## config.mk

```make
export PLATFORM = sky130hd
export DESIGN_NAME = load_fault_supervisor
export DESIGN_NICKNAME = d
export VERILOG_FILES = /design/src/rtl/lfs_pkg.sv /design/src/rtl/lfs_delay_timer.sv /design/src/rtl/lfs_chan_guard.sv /design/src/rtl/lfs_supply_mon.sv /design/src/rtl/lfs_status_pack.sv /design/src/rtl/load_fault_supervisor.sv
export SDC_FILE = /design/constraint.sdc
export NUM_CORES = 1
export LEC_CHECK = 0
export BUFFER_PORTS_ARGS = -buffer_cell sky130_fd_sc_hd__buf_2
export CAP_MARGIN = 5
export CORE_MARGIN = 3
export CORE_UTILIZATION = 25
export CTS_CLUSTER_DIAMETER = 30
export DETAILED_ROUTE_END_ITERATION = 6
export HOLD_SLACK_MARGIN = 0.06
export SKIP_CTS_REPAIR_TIMING = 1
export SYNTH_ARGS = -nofsm -noshare
export SYNTH_HDL_FRONTEND = slang
export SYNTH_SLANG_ARGS = --single-unit
```

## constraint.sdc

```tcl
create_clock -name clk_i -period 4.3 [get_ports clk_i]
set_input_delay 0.645 -clock clk_i [delete_from_list [all_inputs] [get_ports clk_i]]
set_output_delay 0.645 -clock clk_i [all_outputs]
set_load 0.1 [all_outputs]
```

## src/rtl/lfs_pkg.sv

```systemverilog
package lfs_pkg;

    parameter int NCH = 12;
    parameter int SW  = 16;

    // Applied control word, MSB first
    typedef struct packed {
        logic            run;
        logic            long_dly;
        logic            olt_n;
        logic [NCH-1:0]  chan;
        logic            srr;
    } ctrl_t;

    // Status word, MSB first
    typedef struct packed {
        logic            psf;
        logic            stby;
        logic            scd;
        logic [NCH-1:0]  chan;
        logic            warn;
    } stat_t;

    function automatic int max2(int a, int b);
        return (a > b) ? a : b;
    endfunction

    function automatic int cnt_width(int n);
        return (n < 2) ? 1 : $clog2(n + 1);
    endfunction

endpackage

```

## src/rtl/lfs_delay_timer.sv

```systemverilog
module lfs_delay_timer #(
    parameter int CW = 10
) (
    input  logic          clk_i,
    input  logic          rst_i,
    input  logic          tick_i,
    input  logic          fault_i,
    input  logic [CW-1:0] limit_i,
    output logic          expired_o
);

    logic [CW-1:0] cnt_q;

    always_ff @(posedge clk_i) begin
        if (rst_i) begin
            cnt_q <= '0;
        end else if (!fault_i) begin
            cnt_q <= '0;
        end else if (tick_i && (cnt_q < limit_i)) begin
            cnt_q <= cnt_q + CW'(1);
        end
    end

    assign expired_o = fault_i && (cnt_q >= limit_i);


    restart_chk: assert property (@(posedge clk_i) disable iff (rst_i)
        !fault_i |=> (cnt_q == '0));

endmodule

```

## src/rtl/lfs_chan_guard.sv

```systemverilog
module lfs_chan_guard #(
    parameter int CW = 10
) (
    input  logic          clk_i,
    input  logic          rst_i,
    input  logic          tick_i,
    input  logic          ovc_i,
    input  logic          warn_i,
    input  logic [CW-1:0] limit_i,
    input  logic          srr_i,
    output logic          trip_o,
    output logic          off_o
);

    logic expired;
    logic off_q;

    lfs_delay_timer #(.CW(CW)) u_timer (
        .clk_i     (clk_i),
        .rst_i     (rst_i),
        .tick_i    (tick_i),
        .fault_i   (ovc_i),
        .limit_i   (limit_i),
        .expired_o (expired)
    );

    assign trip_o = expired || (ovc_i && warn_i);

    always_ff @(posedge clk_i) begin
        if (rst_i) begin
            off_q <= 1'b0;
        end else begin
            off_q <= (off_q && !srr_i) || trip_o;
        end
    end

    assign off_o = off_q;


    warn_trip_chk: assert property (@(posedge clk_i) disable iff (rst_i)
        (ovc_i && warn_i) |=> off_q);


    srr_release_chk: assert property (@(posedge clk_i) disable iff (rst_i)
        (srr_i && !ovc_i) |=> !off_q);

endmodule

```

## src/rtl/lfs_supply_mon.sv

```systemverilog
module lfs_supply_mon #(
    parameter int CW = 10
) (
    input  logic          clk_i,
    input  logic          rst_i,
    input  logic          tick_i,
    input  logic          ov_i,
    input  logic          uv_i,
    input  logic [CW-1:0] ov_limit_i,
    input  logic [CW-1:0] uv_limit_i,
    input  logic          srr_i,
    output logic          supply_off_o,
    output logic          psf_o
);

    logic ov_exp;
    logic uv_exp;
    logic psf_q;

    lfs_delay_timer #(.CW(CW)) u_ov_timer (
        .clk_i     (clk_i),
        .rst_i     (rst_i),
        .tick_i    (tick_i),
        .fault_i   (ov_i),
        .limit_i   (ov_limit_i),
        .expired_o (ov_exp)
    );

    lfs_delay_timer #(.CW(CW)) u_uv_timer (
        .clk_i     (clk_i),
        .rst_i     (rst_i),
        .tick_i    (tick_i),
        .fault_i   (uv_i),
        .limit_i   (uv_limit_i),
        .expired_o (uv_exp)
    );

    assign supply_off_o = ov_exp || uv_exp;

    always_ff @(posedge clk_i) begin
        if (rst_i) begin
            psf_q <= 1'b0;
        end else begin
            psf_q <= (psf_q && !srr_i) || supply_off_o;
        end
    end

    assign psf_o = psf_q;


    psf_rise_chk: assert property (@(posedge clk_i) disable iff (rst_i)
        $rose(psf_q) |-> $past(ov_i || uv_i));


    psf_hold_chk: assert property (@(posedge clk_i) disable iff (rst_i)
        (psf_q && !srr_i) |=> psf_q);

endmodule

```

## src/rtl/lfs_status_pack.sv

```systemverilog
module lfs_status_pack
    import lfs_pkg::*;
(
    input  logic           therm_i,
    input  logic           warn_i,
    input  logic           olt_en_i,
    input  logic [NCH-1:0] cmd_i,
    input  logic [NCH-1:0] gate_i,
    input  logic [NCH-1:0] oload_i,
    input  logic           scd_i,
    input  logic           stby_i,
    input  logic           psf_i,
    output logic [SW-1:0]  status_o
);

    logic [NCH-1:0] chan_bits;
    stat_t          st;

    for (genvar g = 0; g < NCH; g++) begin : g_chan
        assign chan_bits[g] = (olt_en_i && !cmd_i[g]) ? oload_i[g] : gate_i[g];
    end

    always_comb begin
        st.psf  = psf_i;
        st.stby = stby_i;
        st.scd  = scd_i;
        st.chan = chan_bits;
        st.warn = warn_i;
        status_o = therm_i ? {SW{1'b1}} : SW'(st);
    end

endmodule

```

## src/rtl/load_fault_supervisor.sv

```systemverilog
module load_fault_supervisor
    import lfs_pkg::*;
#(
    parameter int SC_LONG_TICKS  = 800,
    parameter int SC_SHORT_TICKS = 100,
    parameter int OV_LONG_TICKS  = 120,
    parameter int OV_SHORT_TICKS = 28,
    parameter int UV_TICKS       = 28
) (
    input  logic           clk_i,
    input  logic           rst_i,
    input  logic           tick_i,
    input  logic [SW-1:0]  ctrl_i,
    input  logic           ctrl_load_i,
    input  logic [NCH-1:0] ovc_i,
    input  logic           ov_i,
    input  logic           uv_i,
    input  logic           twarn_i,
    input  logic           tshut_i,
    input  logic [NCH-1:0] oload_i,
    input  logic           inh_n_i,
    output logic [NCH-1:0] gate_en_o,
    output logic [SW-1:0]  status_o
);

    localparam int MAXT = max2(max2(SC_LONG_TICKS, SC_SHORT_TICKS),
                               max2(max2(OV_LONG_TICKS, OV_SHORT_TICKS), UV_TICKS));
    localparam int CW   = cnt_width(MAXT);

    ctrl_t          ctl;
    logic           srr;
    logic           standby;
    logic [CW-1:0]  sc_lim;
    logic [CW-1:0]  ov_lim;
    logic [NCH-1:0] trip;
    logic [NCH-1:0] sc_off;
    logic           scd_q;
    logic           therm_q;
    logic           supply_off;
    logic           psf;

    assign ctl     = ctrl_t'(ctrl_i);
    assign srr     = ctrl_load_i && ctl.srr;
    assign standby = !inh_n_i || !ctl.run;
    assign sc_lim  = ctl.long_dly ? CW'(SC_LONG_TICKS) : CW'(SC_SHORT_TICKS);
    assign ov_lim  = ctl.long_dly ? CW'(OV_LONG_TICKS) : CW'(OV_SHORT_TICKS);

    for (genvar g = 0; g < NCH; g++) begin : g_guard
        lfs_chan_guard #(.CW(CW)) u_guard (
            .clk_i   (clk_i),
            .rst_i   (rst_i),
            .tick_i  (tick_i),
            .ovc_i   (ovc_i[g]),
            .warn_i  (twarn_i),
            .limit_i (sc_lim),
            .srr_i   (srr),
            .trip_o  (trip[g]),
            .off_o   (sc_off[g])
        );
    end

    lfs_supply_mon #(.CW(CW)) u_supply (
        .clk_i        (clk_i),
        .rst_i        (rst_i),
        .tick_i       (tick_i),
        .ov_i         (ov_i),
        .uv_i         (uv_i),
        .ov_limit_i   (ov_lim),
        .uv_limit_i   (CW'(UV_TICKS)),
        .srr_i        (srr),
        .supply_off_o (supply_off),
        .psf_o        (psf)
    );

    always_ff @(posedge clk_i) begin
        if (rst_i) begin
            scd_q   <= 1'b0;
            therm_q <= 1'b0;
        end else begin
            scd_q   <= (scd_q && !srr) || (|trip);
            therm_q <= therm_q ? !(srr && !tshut_i) : tshut_i;
        end
    end

    assign gate_en_o = ctl.chan & ~sc_off
                     & {NCH{!(standby || supply_off || therm_q)}};

    lfs_status_pack u_status (
        .therm_i  (therm_q),
        .warn_i   (twarn_i),
        .olt_en_i (!ctl.olt_n),
        .cmd_i    (ctl.chan),
        .gate_i   (gate_en_o),
        .oload_i  (oload_i),
        .scd_i    (scd_q),
        .stby_i   (standby),
        .psf_i    (psf),
        .status_o (status_o)
    );


    therm_ones_chk: assert property (@(posedge clk_i) disable iff (rst_i)
        therm_q |-> (status_o == {SW{1'b1}}));


    therm_hold_chk: assert property (@(posedge clk_i) disable iff (rst_i)
        (therm_q && tshut_i) |=> therm_q);


    gate_cmd_chk: assert property (@(posedge clk_i) disable iff (rst_i)
        (gate_en_o & ~ctrl_i[NCH:1]) == '0);

endmodule

```

==> summary.md, run 1 <==
| Metric | Value |
|---|---|
| Outcome | completed |
| Crit path time final | 4000 ps |
| 1st-pass router iterations | 5 |
| Largest net degree at the start of global routing | 34 |
| I/O Buffers | 76 |
| Final Max Tran Viols | 0 |
| Setup CP Type | primary input to primary output |
| Post-synthesis mux area share | 0.00566 |
| Synth Area in XOR/XNOR | 0.0673 |
| Period utilisation layout | 0.931 |
| Max Cap Viol | 0 |
| Row count | 68 |
| Setup TNS | 0 ps |
| Cell area after layout | 10700 µm² |
| Slew @ Worst Pin | 846 ps |
| Placed cell area | 10100 µm² |
| Synth Warn # | 0 |
| H-Tree Depth | 4 |
| Hold Fails Final Rpt | 0 |
| Clk Latency, worst-skew pair | 430 ps |
| Max-Slew Margin vs Limit | 0.431 |
| Gr usage total | 0.113 |
| RSZ-0062 raised after global routing | false |
| Crit path arrival time | 3360 ps |
| Leading cell types by count after synthesis | 155 x dfxtp_1, 110 x nor2_1, 99 x nand2_1, 80 x inv_1, 79 x ha_1 |
| Clock Path Buffers | 2 |
| Final Setup Violations | 0 |
| Yosys cell types | 57 |
| Total wire length | 21.1 mm |
| Post-Synthesis Cells | 1056 |
| CP endpoint kind | primary output |
| Die Wd | 194 µm |
| Slowest library cell on the worst path | a221oi_4 |
| Post-synth top area share | 0.351 |
| Drt via density | 4.80 |
| Largest family of logic cells by synthesized area | simple AND/OR/NAND/NOR gates |
| Adder-Cell Fraction of Synth Area | 0.112 |
| CTS tree | yes |
| Lkg Pwr | 3.89 nW |
| Clock root buffer | clkbuf_16 |
| Die area | 37700 µm² |
| Most common cell in the netlist | dfxtp_1 |
| Clk sinks | 155 |
| Syn Nets | 1184 |
| Layout cells sized above 1 | 0.132 |
| Synth top area cells | dfxtp_1 35%, ha_1 11%, xnor2_1 6.2% |
| Register area share after synthesis | 0.351 |
| Total CTS buffers | 17 |
| Largest area contributor in the netlist | dfxtp_1 |
| Compound-Gate Fraction of Synth Area | 0.159 |
| Peak VDD IR | 203 µV |
| Number of synthesized flops with an enable pin | 0 |
| Synthesized area per cell | 8.37 µm² |
| Worst path max stage delay | 630 ps |
| Final HPWL DP | 15.4 mm |
| Diodes inserted | 0 |
| Worst Setup Start Kind | primary input |
| Synth Area in Simple Gates | 0.259 |
| Hold Path Class | primary input to flop |
| Antenna viol nets, final | 0 |
| Die height | 194 µm |
| Skew final | 13.3 ps |
| Cell Pwr Density | 322 nW/µm² |
| Initial core utilization | 0.255 |
| 1st-iter DRT viols | 407 |
| Clock-pin slew on the worst setup and hold paths | 60 ps |
| Ports | 77 |
| Async S/R FF share, synth | 0 |
| GRT overflow | 0 |
| Post-Syn Area | 8840 µm² |
| Worst-path cell chain | buf_2 > inv_1 > ha_1 > and4b_1 > o21ai_0 > nand3_1 > a221oi_4 > buf_4 > a311o_1 > buf_12 |
| WL/cell | 13.1 µm |
| Post-layout nets | 1263 |
| Syn-to-layout area delta | 21.0% |
| Worst hold margin | 422 ps |
| Residual DRC | 0 |
| First-pass GRT wire length | 35.6 mm |
| #FFs+latches synth | 155 |
| Vias in the first global route | 7206 |
| Area of the core | 34700 µm² |
| RePlAce Congestion | 0.829 |
| Initial antenna violation count | 4 |
| Worst Path Max Fanout | 14 |
| Final Core Density | 0.308 |
| Fmax | 250 MHz |
| DR vias | 7694 |
| Worst Path Required | 3650 ps |
| Synth Flop Type | dfxtp_1 |
==> worst paths after layout <==
kind	from	end	slack (ps)	cells past startpoint
setup reg to reg	g_guard[6].u_guard.u_timer.cnt_q[2]$_SDFFE_PP0P_	g_guard[6].u_guard.u_timer.cnt_q[8]$_SDFFE_PP0P_	1920	7
hold / removal	tshut_i	therm_q$_SDFF_PP0_	420	3
hold reg to reg	u_supply.u_uv_timer.cnt_q[7]$_SDFFE_PP0P_	u_supply.u_uv_timer.cnt_q[7]$_SDFFE_PP0P_	450	1
setup / recovery	ctrl_i[14]	status_o[2]	300	10
==> power by group <==
| group | switching (mW) | internal [mW] | leakage, nW | total [mW] |
|---|---|---|---|---|
| registers | 0.0186 | 1.45 | 1.25 | 1.47 |
| clock network | 0.616 | 0.915 | 0.290 | 1.53 |
| logic | 0.294 | 0.149 | 2.35 | 0.444 |
==> through the flow <==
stage	power (mW)	std cells	worst slack (ps)
floorplan	1.79	1056	1.41
global placement	1.95	1571	328
detailed placement	1.95	1571	309
CTS	3.49	1603	303
global route	3.59	1603	62.4
finish	3.45	1603	298
==> routing by layer <==
layer	global-route usage	vias to the layer above	routed length, µm
met4	0.0351	6	388
met2	0.182	133	9580
met5	0	-	48
li1	-	3960	-
met1	0.146	3560	9950
met3	0.0330	35	1090
==> state kept, by name, indices dropped and copies added, names as in the netlist <==
signal and flops:
g_guard.u_guard.off_o 12, g_guard.u_guard.u_timer.cnt_q 120, scd_q 1, therm_q 1, u_supply.psf_o 1, u_supply.u_ov_timer.cnt_q 10, u_supply.u_uv_timer.cnt_q 10
==> kinds of logic (layout without fill, tap and decap cells) <==
| family | count (synthesis) | count (layout) |
|---|---|---|
| flops | 155 | 155 |
| mux | 5 | 5 |
| xor+xnor | 68 | 68 |
| buf+inv | 100 | 192 |
| compound gates | 212 | 212 |
| fa+ha+maj | 79 | 79 |
| simple gates | 437 | 437 |
==> critical path, delay by kind of cell <==
kind / cells / cell delay (ps)
buf+inv: 4 / 820
fa+ha+maj: 1 / 290
simple gates: 2 / 400
compound gates: 3 / 1200
==> final cells by class <==
cell class              instances  area [µm²]
multi-input cells             801        5360
clock buffers                  18         429
repair buffers                 79         763
well taps                     455         569
clock inverters                14         173
fillers                      3650       24000
flip-flops and latches        155        3100
inverters                      81         304
==> cells in the final DEF (no fill, tap or decap), drive strengths merged, types with 6 or more instances in the layout <==
cell type,n
o21ai,45
nor3b,24
nor4,23
a211oi,11
inv,82
a21oi,73
and3,17
nand4b,11
nor3,17
ha,79
and2,13
a41o,10
o31ai,17
a311o,12
or4,6
dfxtp,155
clkbuf,18
o31a,6
nand3,24
buf,79
clkinv,8
o21a,6
nand2,99
nand3b,7
nor2,110
a31oi,10
nand4,33
xnor2,63
nor2b,7
or3,32
(Power assumes the default switching activity.)
==> run 2, diff against run 1 <==
--- a/config.mk
+++ b/config.mk
@@ -5,12 +5,12 @@
 export SDC_FILE = /design/constraint.sdc
 export NUM_CORES = 1
 export LEC_CHECK = 0
-export BUFFER_PORTS_ARGS = -buffer_cell sky130_fd_sc_hd__buf_2
 export CAP_MARGIN = 5
 export CORE_MARGIN = 3
 export CORE_UTILIZATION = 25
 export CTS_CLUSTER_DIAMETER = 30
 export DETAILED_ROUTE_END_ITERATION = 6
+export DONT_BUFFER_PORTS = 1
 export HOLD_SLACK_MARGIN = 0.06
 export SKIP_CTS_REPAIR_TIMING = 1
 export SYNTH_ARGS = -nofsm -noshare
==> summary.md, run 2 (same netlist as run 1, synthesis figures left out) <==
| Metric | Value |
|---|---|
| Outcome | completed |
| Reg-to-reg slack, setup | 1960 ps |
| Setup TNS | 0 ps |
| Final HPWL DP | 15.2 mm |
| Die area | 37700 µm² |
| Worst-path cell chain | inv_2 > buf_4 > ha_1 > and4b_1 > o21ai_0 > nand3_1 > a221oi_4 > buf_4 > a311o_1 > buf_12 |
| Residual DRC | 0 |
| DR vias | 7523 |
| Vias in the first global route | 7131 |
| Worst Path Max Fanout | 14 |
| Logic gate share of total power | 0.112 |
| Total wire length | 20.7 mm |
| Clock root buffer | clkbuf_16 |
| Period utilisation layout | 0.900 |
| GRT overflow | 0 |
| 1st-iter DRT viols | 479 |
| Worst path max stage delay | 630 ps |
| Lkg Pwr | 3.71 nW |
| Drt via density | 4.84 |
| Int Power | 2.68 mW |
| Met2 Wirelength | 9.28 mm |
| Top routing layer in use | met4 |
| Die Wd | 194 µm |
| Cell area after layout | 10500 µm² |
| Crit path time final | 3870 ps |
| Initial antenna violation count | 0 |
| H-Tree Depth | 4 |
| Antenna viol nets, final | 0 |
| Post-layout nets | 1213 |
| Skew final | 8.94 ps |
| Dpl ws | 446 ps |
| Max Cap Viol | 0 |
| Fmax | 258 MHz |
| CTS tree | yes |
| Placed cell area | 9840 µm² |
| Area of the core | 34700 µm² |
| Final Max Tran Viols | 0 |
| Setup ws final | 431 ps |
| Row count | 68 |
| I/O Buffers | 0 |
| Largest register by flop count | g_guard.u_guard.u_timer.cnt_q |
| Wire length on met1 | 9.76 mm |
| DR WL met3 | 1.23 mm |
| Hold Path Class | primary input to flop |
| Max-Slew Margin vs Limit | 0.437 |
| Diodes inserted | 0 |
| First-pass GRT wire length | 34.8 mm |
| Crit path arrival time | 3220 ps |
| Syn-to-layout area delta | 18.5% |
| Buf+Inv Stages, Crit Path | 4 |
| Slew @ Worst Pin | 837 ps |
| Die height | 194 µm |
| Clk Latency, worst-skew pair | 420 ps |
| Cell Pwr Density | 338 nW/µm² |
| Clock power frac | 0.471 |
| Ports | 77 |
| Gr usage total | 0.110 |
| Switching Power | 0.861 mW |
| Total CTS buffers | 17 |
| Filler Cell Count | 3647 |
| Clock Path Buffers | 2 |
| Sequential share of power | 0.416 |
| Final Setup Violations | 0 |
| Final Core Density | 0.302 |
| Initial core utilization | 0.255 |
| WL/cell | 13.3 µm |
| Commonest non-fill, non-tap cell in the layout | dfxtp_1 |
| RePlAce Congestion | 0.807 |
| Worst Setup Start Kind | primary input |
| Peak VDD IR | 228 µV |
| Setup CP Type | primary input to primary output |
| Hold Fails Final Rpt | 0 |
| RSZ-0062 raised after global routing | false |
| Slowest library cell on the worst path | a221oi_4 |
| Clk sinks | 155 |
| 1st-pass router iterations | 5 |
| Delay-heaviest family, CP | compound AO/OA/AOI/OAI gates |
| Clock-pin slew on the worst setup and hold paths | 60 ps |
| Net switching share of the total power | 0.244 |
| Most frequent cells in the layout | 155 x dfxtp_1, 110 x nor2_1, 99 x nand2_1 |
| Largest net degree at the start of global routing | 25 |
| Number of flip-flops in the largest register | 120 |
| Worst Path Required | 3650 ps |
| Layout cells sized above 1 | 0.0883 |
| Crit path top cell by count | buf_4 |
| CP endpoint kind | primary output |
==> run 2: changes by cell type in the layout (fill, tap and decap cells not counted), sizes merged <==
cell,delta
clkbuf,+6
bufinv,+3
inv,-1
clkinvlp,-2
clkinv,-6
buf,-50
==> run 2: through the flow <==
step | instances | total power [mW] | hold WS [ps]
6_report | 1553 | 3.54 | 294
5_1_grt | 1553 | 3.67 | 270
4_1_cts | 1553 | 3.58 | 271
3_5_place_dp | 1521 | 1.90 | 440
3_3_place_gp | 1521 | 1.90 | 431
2_1_floorplan | 1056 | 1.79 | 420
==> run 2: path summary, 6_finish.rpt <==
check	from	to	cells after the start
min	rst_i	g_guard[11].u_guard.off_o$_SDFF_PP0_	1
max	ctrl_i[14]	status_o[2]	10
min reg2reg	g_guard[9].u_guard.off_o$_SDFF_PP0_	g_guard[9].u_guard.off_o$_SDFF_PP0_	2
max reg2reg	g_guard[11].u_guard.u_timer.cnt_q[9]$_SDFFE_PP0P_	scd_q$_SDFF_PP0_	6
==> run 2: power by group through the flow <==
stage / logic, mW / clock network [mW] / registers, mW
finish: 0.398 / 1.67 / 1.47
global route: 0.426 / 1.77 / 1.47
CTS: 0.401 / 1.71 / 1.47
detailed placement: 0.400 / 0 / 1.50
global placement: 0.395 / 0 / 1.50
floorplan: 0.296 / 0 / 1.50
==> run 2: per-layer routing <==
layer,up-vias,GRT usage
li1,3856,-
met1,3512,0.141
met2,128,0.181
met3,27,0.0309
met4,0,0.0327
met5,-,0
==> run 2: layout make-up <==
| cell class | instances | area, µm² | share of cell area |
|---|---|---|---|
| clock buffers | 24 | 452 | 0.0431 |
| clock inverters | 8 | 190 | 0.0181 |
| inverters | 81 | 304 | 0.0290 |
| multi-input cells | 801 | 5360 | 0.511 |
| flip-flops and latches | 155 | 3100 | 0.296 |
| well taps | 455 | 569 | 0.0543 |
| repair buffers | 29 | 505 | 0.0482 |
